$ cat src/rtl/mod_reducer_pkg.sv
package mod_reducer_pkg;
  typedef enum logic [1:0] {
    MR_IDLE = 2'd0,
    MR_RUN  = 2'd1,
    MR_DONE = 2'd2
  } mr_state_e;
endpackage

$ cat src/rtl/mr_shift_bank.sv
// Builds every left-shifted copy of the modulus, shift 0..W, at 2W bits.
module mr_shift_bank #(
  parameter int W = 16
) (
  input  logic [W-1:0]          n_val,
  output logic [W:0][2*W-1:0]   cand
);
  localparam int DW = 2 * W;

  for (genvar k = 0; k <= W; k++) begin : g_shift
    assign cand[k] = DW'(n_val) << k;
  end
endmodule

$ cat src/rtl/mr_fit_select.sv
// Compares all candidates with the remainder in parallel and picks the
// highest-index copy that does not exceed it.
module mr_fit_select #(
  parameter int W = 16
) (
  input  logic [2*W-1:0]        rem,
  input  logic [W:0][2*W-1:0]   cand,
  output logic [2*W-1:0]        pick,
  output logic                  base_fits
);
  localparam int NC = W + 1;

  logic [NC-1:0] fit;

  for (genvar k = 0; k < NC; k++) begin : g_cmp
    assign fit[k] = (cand[k] <= rem);
  end

  always_comb begin
    pick = '0;
    for (int k = 0; k < NC; k++) begin
      if (fit[k]) pick = cand[k];
    end
  end

  assign base_fits = fit[0];
endmodule

$ cat src/rtl/mod_reducer.sv
module mod_reducer
  import mod_reducer_pkg::*;
#(
  parameter int W = 16
) (
  input  logic              clk,
  input  logic              rst_n,
  input  logic              s_valid,
  output logic              s_ready,
  input  logic [2*W-1:0]    dividend,
  input  logic [W-1:0]      modulus,
  output logic              m_valid,
  input  logic              m_ready,
  output logic [W-1:0]      remainder,
  output logic              div_zero
);
  localparam int DW = 2 * W;

  mr_state_e             state_q;
  logic [DW-1:0]         rem_q;
  logic [W-1:0]          n_q;
  logic                  dz_q;
  logic [W:0][DW-1:0]    cand;
  logic [DW-1:0]         pick;
  logic                  base_fits;

  mr_shift_bank #(.W(W)) u_bank (
    .n_val (n_q),
    .cand  (cand)
  );

  mr_fit_select #(.W(W)) u_sel (
    .rem       (rem_q),
    .cand      (cand),
    .pick      (pick),
    .base_fits (base_fits)
  );

  always_ff @(posedge clk) begin
    if (!rst_n) begin
      state_q <= MR_IDLE;
      rem_q   <= '0;
      n_q     <= '0;
      dz_q    <= 1'b0;
    end else begin
      unique case (state_q)
        MR_IDLE: begin
          if (s_valid) begin
            n_q  <= modulus;
            dz_q <= (modulus == '0);
            if (modulus == '0) begin
              rem_q   <= '0;
              state_q <= MR_DONE;
            end else begin
              rem_q   <= dividend;
              state_q <= MR_RUN;
            end
          end
        end
        MR_RUN: begin
          if (base_fits) rem_q   <= rem_q - pick;
          else           state_q <= MR_DONE;
        end
        MR_DONE: begin
          if (m_ready) state_q <= MR_IDLE;
        end
        default: state_q <= MR_IDLE;
      endcase
    end
  end

  assign s_ready   = (state_q == MR_IDLE);
  assign m_valid   = (state_q == MR_DONE);
  assign remainder = rem_q[W-1:0];
  assign div_zero  = dz_q;
endmodule

$ cat config.mk
export PLATFORM = sky130hd
export DESIGN_NAME = mod_reducer
export DESIGN_NICKNAME = d
export VERILOG_FILES = /design/src/rtl/mod_reducer_pkg.sv /design/src/rtl/mr_shift_bank.sv /design/src/rtl/mr_fit_select.sv /design/src/rtl/mod_reducer.sv
export SDC_FILE = /design/constraint.sdc
export NUM_CORES = 1
export LEC_CHECK = 0
export ABC_AREA = 1
export BUFFER_PORTS_ARGS = -buffer_cell sky130_fd_sc_hd__buf_2
export CAP_MARGIN = 20
export CELL_PAD_IN_SITES_DETAIL_PLACEMENT = 0
export CELL_PAD_IN_SITES_GLOBAL_PLACEMENT = 1
export CORE_AREA = 2 2 164 166
export CTS_CLUSTER_SIZE = 10
export DETAILED_ROUTE_END_ITERATION = 12
export DIE_AREA = 0 0 166 168
export GPL_ROUTABILITY_DRIVEN = 1
export PLACE_DENSITY = 0.92
export SYNTH_ARGS = -nofsm -noshare
export SYNTH_HDL_FRONTEND = slang
export SYNTH_SLANG_ARGS = --single-unit
$ cat constraint.sdc
create_clock -name clk -period 12.9 [get_ports clk]
set_input_delay 1.29 -clock clk [delete_from_list [all_inputs] [get_ports clk]]
set_output_delay 1.29 -clock clk [all_outputs]
set_load 0.005 [all_outputs]
# Word level (Yosys, flattened, before mapping)
# Cells that the tools add are included.
# op_classes
n_mux	26
addsub	1
reduce_logical	6
magnitude_cmp	17
n_eq_ne	6
# op_table
operator	count
32-bit 2-to-1 mux	4
32-bit case mux with 2 select lines	1
16-bit by 32-bit <= comparator with 1-bit output	1
17-bit by 32-bit <= comparator with 1-bit output	1
18-bit by 32-bit <= comparator with 1-bit output	1
19-bit by 32-bit <= comparator with 1-bit output	1
20-bit by 32-bit <= comparator with 1-bit output	1
21-bit by 32-bit <= comparator with 1-bit output	1
22-bit by 32-bit <= comparator with 1-bit output	1
23-bit by 32-bit <= comparator with 1-bit output	1
24-bit by 32-bit <= comparator with 1-bit output	1
25-bit by 32-bit <= comparator with 1-bit output	1
26-bit by 32-bit <= comparator with 1-bit output	1
27-bit by 32-bit <= comparator with 1-bit output	1
28-bit by 32-bit <= comparator with 1-bit output	1
29-bit by 32-bit <= comparator with 1-bit output	1
30-bit by 32-bit <= comparator with 1-bit output	1
31-bit by 32-bit <= comparator with 1-bit output	1
32-bit <= comparator	1
32-bit subtractor	1
31-bit 2-to-1 mux	1
30-bit 2-to-1 mux	1
29-bit 2-to-1 mux	1
28-bit 2-to-1 mux	1
other kinds (23)	29
# totals
word_cells	60
ff_bits	51
out_inout_bits	19
inputBits	52

# Depth between registers and ports, before layout
# Gate-level depths: netlist (run 1).
# depth
ltp_word	21
ltp_mapped	44

# Hierarchy
# Synthesis (run 1) repeated with hierarchy kept, for this count alone.
# hier_totals
hier_cells	4500
area_unflattened_um2	27422.6
# by_module_without_submodules
module	area_each_um2	cells_per_inst	instances
mr_fit_select	18462.7	3101	1
mod_reducer	4872.2	854	1
mr_shift_bank	4087.7	545	1

# Worst setup path before layout (run 1)
# No wires, ideal clock.
# synth_timing
kind	register to register
startpoint	register rem_q[15]
endpoint	register rem_q[28]
required_time_ns	12.830
period_less_slack_ns	4.811
stages_incl_launch_ff	31
slack_ns	8.089
arrival_time_ns	4.740
path_cell_list	dfxtp_1 inv_1 ha_1 nand2_1 nor2_1 nand4_1 inv_1 nand2_1 nand3_1 nand2_1 nand2_1 nand2_1 a21oi_2 inv_2 clkbuf_1 nor2_1 nand2_1 nor4_2 ha_1 inv_1 fa_1 nand3_1 nand3_1 a21oi_1 o21a_1 o21ai_0 a21oi_1 o21ai_0 or2_2 a311o_1 a21oi_1
# synth_between
elab_chain_cells	21
elab_cells_between_ends	39
classes_between	add/sub: 1; order compare: 17; eq/ne: 1; mux: 19; reduce/logical: 1
# synth_lines
element	line	source
start: declaration	mod_reducer.sv:20	logic [DW-1:0] rem_q;
start signal: assignment	mod_reducer.sv:55	rem_q <= dividend;
start signal: assignment	mod_reducer.sv:61	if (base_fits) rem_q <= rem_q - pick;
16-bit by 32-bit <= comparator with 1-bit output	mr_fit_select.sv:16	assign fit[k] = (cand[k] <= rem);
16-bit 2-to-1 mux	mr_fit_select.sv:22	if (fit[k]) pick = cand[k];
17-bit 2-to-1 mux	mr_fit_select.sv:22	
18-bit 2-to-1 mux	mr_fit_select.sv:22	
19-bit 2-to-1 mux	mr_fit_select.sv:22	
20-bit 2-to-1 mux	mr_fit_select.sv:22	
21-bit 2-to-1 mux	mr_fit_select.sv:22	
22-bit 2-to-1 mux	mr_fit_select.sv:22	
[... 5 more ...]	n/a	
28-bit 2-to-1 mux	mr_fit_select.sv:22	
29-bit 2-to-1 mux	mr_fit_select.sv:22	
30-bit 2-to-1 mux	mr_fit_select.sv:22	
31-bit 2-to-1 mux	mr_fit_select.sv:22	
32-bit 2-to-1 mux	mr_fit_select.sv:22	
32-bit subtractor	mod_reducer.sv:61	
32-bit 2-to-1 mux	mod_reducer.sv:61	
32-bit case mux with 2 select lines	mod_reducer.sv:46	unique case (state_q)
# Parallel ways exist; a longest one is shown, timed or not. The select of a mux whose other input is x is not followed.
# A chain may end at the register's enable or synchronous reset.

# Worst setup path in the final report (run 1)
# layout_timing
startpoint	register rem_q[20]
endpoint	register rem_q[28]
# The elaborated chain is that of the path after synthesis.

==> results.txt, run 1 <==
- STA puts the critical path data required time at 13130 ps.
* Max Cap Viol: 0
* Fin crit share: between 50% and 60%
* Post-synthesis instance area: between 0.01 and 0.015 sq mm
- Net switching is 58.91% of the power.
- Count of flip-flops with a built-in enable after synthesis: 0
- Yosys warnings: 0
- The detailed router placed approximately 15k vias in this run.
- The pre-antenna-repair detailed-routing pass consisted of 6 iterations.
- At the placement stage, the worst setup path has a slack of roughly 6500 ps.
- Clock latency on the worst-skew pair, taken at its later pin, is about 310 ps.
* Switching power total: around 1.1 mW
- The worst pin sits at a relative slew slack of roughly 33%.
* Worst setup path class: reg2reg
- TritonCTS clock tree: yes
* Maximum vdd ir drop: between 80 and 90 uV
- Post-detailed-routing wire length: between 40000 and 50000 um
* Count of buffers added by post-CTS timing repair for setup: 0
- Sorting the synthesized cells by area gives the leading types as ha_1 (29%), a21oi_1 (13%), nand2_1 (12%).
- The number of global-route vias before repair is 13.40k.
- The tightest min-delay check is of the reg2reg type.
- Power Internal: about 0.76 mW
* Maximum fanout encountered on the critical timing path: 21
- Number of buffer and inverter stages on the critical path: 3
- Final TNS setup: 0 ps
- Util after Layout: between 50 and 60%
* Area overhead of the layout relative to synthesis: 5.527%
* Antenna violations before repair: 0
* PortBufs: 70
* Worst-path clk slew: ~70 ps
- The total overflow left after global routing is 0.
- Die ar.: approximately 0.028 sq mm
* Residual DRC: 0
* Leading post-synthesis cells by instance count: nand2_1 (406), a21oi_1 (347), ha_1 (303), inv_1 (157), o21ai_0 (135)
- In this run, the number of DRC markers left after iteration 0 of detailed routing was between 1.5k and 2k.
- Result of the run: complete, no violations
- First-pass GRT wire length: roughly 75000 um
- Synthesis produced a netlist with a net count of between 2k and 2.5k.
- The core region is 0.02635 sq mm.
- Root buf cell: clkbuf_16
- nand2_1 is the most common cell in the netlist.
- Of the post-synthesis cell area, the dominant cell type holds between 20% and 30%.
- Setup repair after global routing left no endpoint under its margin.
- Sequential-to-total area share from yosys stat: 7.926%
- The clock passes through at most 2 buffers.
* Slowest-stage cell, CP: dfxtp_1
* Maximum number of pins on one net before global-route repair: 46
- Max Clock Freq: 150.4 MHz
* Element type at the critical path end: flip-flop
* Half-perimeter wire length of the detailed placement result: about 35000 um
- In this run the mean area of a mapped cell was 6.486 sq um.
- Combinational power share: 80.0%
- For this run, the post-layout net count is approximately 2.4k.
- Synthesized netlist cell count: around 2k
- Clock tree synthesis found a total of 51 sinks.
- The most used flip-flop cell after synthesis is dfxtp_1.
- Of the total power, registers draw a little under an eighth.
- Post-CTS resize count: 0
* Finish-stage setup viols: 0
- The post-route netlist has 7.792% of its cells at a drive strength greater than 1.
- Dominant delay contributor by cell family on the critical path: simple AND/OR/NAND/NOR gates
- In the routed layout, each cell is associated on average with a via count of between 6 and 7.
- Startpoint kind of the worst setup timing path: flip-flop
- Number of max-slew violations in the final report: 0
- Initial core utilization: between 40% and 50%
- Setup slack on the worst flop-to-flop path: ~6200 ps
- STA puts the critical path data arrival time at 6880 ps.
- Between clock sinks in the finished design, the worst skew comes to between 5 and 6 ps.
- Subtracting the final worst setup slack from the clock period gives 6650 ps.
* Ys async rst share: 0%
* Die Span X: ~170 um
* Post-route worst setup slack: approximately 6200 ps
- Boundary Pins: 71
- Peak per-stage delay on the critical path: between 500 and 600 ps
* Clock share of power: 8.4%
- The congestion estimate from routability-driven global placement came to around 1.0.
* Total Routing Usage GR: between 30% and 40%
- Leakage: approximately 6.4 nW
* Power density over the cells: 136.5 mW/mm^2
* Number of distinct library cells after synthesis: 71
- The H-tree was split into 2 levels.
- For the pin with the worst max-slew slack, the measured transition is 1003 ps.
- Number of hold buffers added after cts: 0
* Wire length per cell: slightly above 20 um
* Final hold violations: 0
- After routing the design area is between 0.01 and 0.015 sq mm.
- Remaining antenna violation count: 0
- Number of core rows: 60
- The placed instances occupy a cell area of around 0.013 sq mm.
- Measured along the y axis, the die boundary spans ~170 um.
* Number of flip-flops and latches in the synthesized netlist: roughly 50
- Summed over all instances, the cell type with the most area after synthesis is ha_1.
- Inserted Clock Buffers: 5
-- routing by layer --
layer	vias to the layer above	track usage (%)	wire, um
li1	7131	-	-
met1	6772	45.60	21150
met2	656	52.82	20800
met3	126	3.808	3744
met4	0	12.82	1975
met5	-	0	0
-- area by class of cell --
cell class                      instances  area [sq um]
Timing Repair Buffer                   96         545.5
Clock buffer                            5         125.1
Fill cell                            2703         12760
Clock inverter                          2         37.54
Tap cell                              341         426.7
Multi-Input combinational cell       1669         10760
Inverter                              179         676.9
Antenna cell                            1         2.502
Sequential cell                        51          1021
-- state kept, by name, indices dropped and copies added (netlist names) --
| signal | flops |
|---|---|
| rem_q | 32 |
| div_zero | 1 |
| state_q | 2 |
| n_q | 16 |
-- power by group through the flow --
stage | clock network [mW] | logic [mW] | registers, mW
after floorplan | 0 | 1.07 | 0.221
after global placement | 0 | 1.42 | 0.216
after detailed placement | 0 | 1.44 | 0.217
after CTS | 0.157 | 1.45 | 0.214
after global routing | 0.162 | 1.67 | 0.217
final | 0.156 | 1.48 | 0.215
-- per-stage QoR --
stage,hold slack (ps),power [mW],instances
after floorplan,462.7,1.291,1986
after global placement,504.9,1.635,2336
after detailed placement,514.7,1.662,2336
after CTS,532.1,1.823,2343
after global routing,562.7,2.050,2343
final,524.6,1.855,2344
-- worst min-delay path, cell delays in order (launching register included) --
cell and delay (ps):
dfxtp_1 320, o21ai_0 80, nor2_1 90
-- cell families (layout without fill, tap and decap cells) --
kind of cell,Yosys count,count (layout),synth area share (%)
fa+ha+maj,304,304,29.59
simple gates,711,711,24.69
xor+xnor,16,16,1.088
buf+inv,266,282,8.577
compound gates,638,638,28.13
flops,51,51,7.926
other cells,0,1,0
-- final timing paths --
kind,start,end,cells past startpoint
worst min-delay path,div_zero,div_zero,2
worst min register to register,div_zero,div_zero,2
worst max-delay path,rem_q[20],rem_q[28],30
worst max register to register,rem_q[20],rem_q[28],30
-- cells in the final DEF, fill, tap and decap left out, types with 40 or more instances in the layout --
cell type / n
nor2_1: 109
ha_1: 303
nand4_1: 40
nand3_1: 85
o21ai_0: 135
buf_2: 70
nand2_1: 406
inv_1: 157
a21oi_1: 347
dfxtp_1: 51
Note: power is estimated with default switching activity, not from simulation.
==> inputs of run 2 (changes only) <==
- CORE_AREA: 2 2 164 166 -> 2 2 171 173
- DIE_AREA: 0 0 166 168 -> 0 0 173 175
- PLACE_DENSITY: 0.92 -> 0.85
- clock period: 12.9 -> 6.88 ns (I/O delays scaled with it)
==> run 2 against run 1 <==
Effect of this change: design area is 3.2% higher; critical path type unchanged; first-iteration DRC count is 8.9% higher; combinational power is 94% higher.
==> results.txt, run 2 (synthesis results as in run 1) <==
- The final-layout worst hold slack came to 518.6 ps (-5.999 ps).
- Relative max-transition margin: 32.47% (-0.52 points)
- Total Routing Usage GR: 33.84% (+0.78 points)
* Finish-stage setup viols: 0 (unchanged)
- The die boundary height was 175 um (+4.2%).
- Maximum fanout encountered on the critical timing path: 10 (-52%)
- The post-placement cell area was 0.01383 sq mm (+3.0%).
* Clock tree buffer depth: 2 (unchanged)
- Data required time at the worst endpoint: 7130 ps (-6000 ps)
- Antenna violations before repair: 0 (unchanged)
* Worst setup path class: reg2reg
- The final count of pins violating max slew is 0 (unchanged).
- Fin crit share: 92.06% (+41 points)
- Clock tree skew after final layout: 10.69 ps (+5.100 ps)
- In this run the worst hold path is classified as reg2reg.
- Transition time at the pin with the least slew margin: 1007 ps (+3.975 ps)
* Total power after layout: 3.581 mW (+93%)
- Setup repair after global routing missed its margin: no
- Result of the run: complete, no violations
- Compared with the post-synthesis result, the final layout area differs by 8.878%.
- The floorplan row count is 62 (+3.3%).
- The total DRC errors in the routed layout is 0 (unchanged).
* Worst-path clk slew: 80 ps (about the same)
- Boundary Pins: 71 (unchanged)
* Die ar.: 0.03028 sq mm (+8.6%)
- The wire length of the first global-routing pass is 80930 um (+8.6%).
- The final instance area is 0.01402 sq mm (+3.2%).
* Core Footprint: 0.02839 sq mm (+7.7%)
* Launch instance of the worst min-delay path: rem_q[30]
- The largest registers in the layout are rem_q x32, n_q x16, state_q x2.
* Half-perimeter wire length of the detailed placement result: 40580 um (+15%)
* Nets@finish: 2405 (+2.0%)
- Maximum number of pins on one net before global-route repair: 46 (unchanged)
* Largest register FFs: 32 (unchanged)
* Slowest-stage cell, CP: dfxtp_1
- The max-cap violation count is 0 (unchanged).
- Total number of clock tree sinks: 51 (unchanged)
- Diodes inserted: 0 (-1)
- The static leakage was 6.668 nW (+3.5%).
- Tracing the worst setup path back leads to its startpoint at rem_q[15].
- The total clock buffers created by CTS came to 5 (unchanged).
* Initial core utilization: 45.37% (-3.5 points)
* TritonCTS clock tree: yes
- The number of input and output port buffers inserted came to 70 (unchanged).
- The aggregate global routing overflow was 0 (unchanged).
- In the layout the commonest cells are nand2_1 (406), a21oi_1 (347), ha_1 (303), inv_1 (156), o21ai_0 (135).
- The maximum clock frequency is 157.9 MHz (+5.0%).
* Root buf cell: clkbuf_16
* Average via count per standard cell: 6.164 (-1.6%)
- The peak per-stage delay on the critical path is 470 ps (-90 ps).
- Clock Latency Late Sink: 310 ps (about the same)
* Post-route worst setup slack: 546.2 ps (-5703 ps)
- Power density over the cells: 255.3 mW/mm^2 (+87%)
* Most frequent standard cell in the layout excluding fill and tap cells: nand2_1
* Number of H-tree branching levels: 2 (unchanged)
- Number of global-route vias before repair: 14.00k (+4.5%)
- Register bank with the most flops: rem_q
- The share of cells above drive strength 1 came to 10.00% (+2.2 points).
- The post-layout minimum cycle time is 6334 ps (-316.7 ps).
* Post-detailed-routing wire length: 52250 um (+9.6%)
* Maximum vdd ir drop: 171.5 uV (+91%)
- The first-pass detailed-route iteration total came to 7 (+1).
* Launch point of the worst reg-to-reg path: rem_q[15]
- Wire length per cell: 21.47 um (+5.6%)
- STA classifies the critical path endpoint as a flip-flop.
* Final TNS setup: 0 ps (unchanged)
* RD Place Congestion: 1.016 (+1.2%)
- Startpoint kind of the worst setup timing path: flip-flop
- Final hold violations: 0 (unchanged)
* Endpoint arrival time on the critical path: 6590 ps (-290 ps)
* Die Span X: 173 um (+4.2%)
* Placement Setup Slack: 731.7 ps (-5790 ps)
- Counting stages on the worst path, the most repeated cell is nand2_1.
- DR vias: 15.00k (+2.2%)
- Remaining antenna violation count: 0 (unchanged)
- The DRC violation total after the first TritonRoute iteration came to 1702 (+8.9%).
## run 2: changes by cell type in the layout (fill, tap and decap cells not counted)
cell / change
buf_12: +3
diode_2: -1
clkinvlp_4: +2
inv_1: -1
bufinv_16: -1
buf_4: +44
inv_6: +1
## run 2: what timing repair did
item | 4_1_cts | 5_1_grt
resized for setup | 0 | 1
setup buffers | 0 | 5
hold buffers | 0 | 0
setup endpoints to repair | 0 | 1
## run 2: final cells by class
type,instances,area [sq um]
clock buffer,5,125.1
clock inverter,3,23.77
fill,3025,14370
inverter,179,680.7
multi-input combinational,1669,10760
sequential,51,1021
tap,384,480.5
timing repair buffer,143,935.9
## run 2: per-layer routing
| layer | GRT usage, % | wire (um) | share of wire (%) |
|---|---|---|---|
| met1 | 45.55 | 22940 | 44 |
| met2 | 54.83 | 22830 | 44 |
| met3 | 4.069 | 4170 | 8.0 |
| met5 | 0 | 0 | 0 |
| met4 | 13.84 | 2302 | 4.4 |
## run 2: worst paths after layout
path	end	slack [ps]	cells after the start
setup reg to reg	rem_q[24]	550	31
setup / recovery	rem_q[24]	550	31
hold / removal	rem_q[30]	520	2
hold reg to reg	rem_q[30]	520	2
## run 2: where the power goes
group          switching [mW]  internal (mW)
sequential             0.0952          0.340
combinational            1.90          0.972
clock                   0.139          0.137
## run 2: critical path, delay by kind of cell, from the launching register on
family	cells	cell delay (ps)
AO/OA/AOI/OAI	9	1740
flip-flops	1	470
adder cells (fa/ha/maj)	2	730
AND/OR/NAND/NOR	15	2350
buffers and inverters	5	1000
## run 2: metrics by stage
stage	instances	utilization, %
6_report	2434	49.40
3_3_place_gp	2421	48.73
5_1_grt	2434	49.40
3_5_place_dp	2421	48.73
4_1_cts	2429	49.25
2_1_floorplan	1986	-
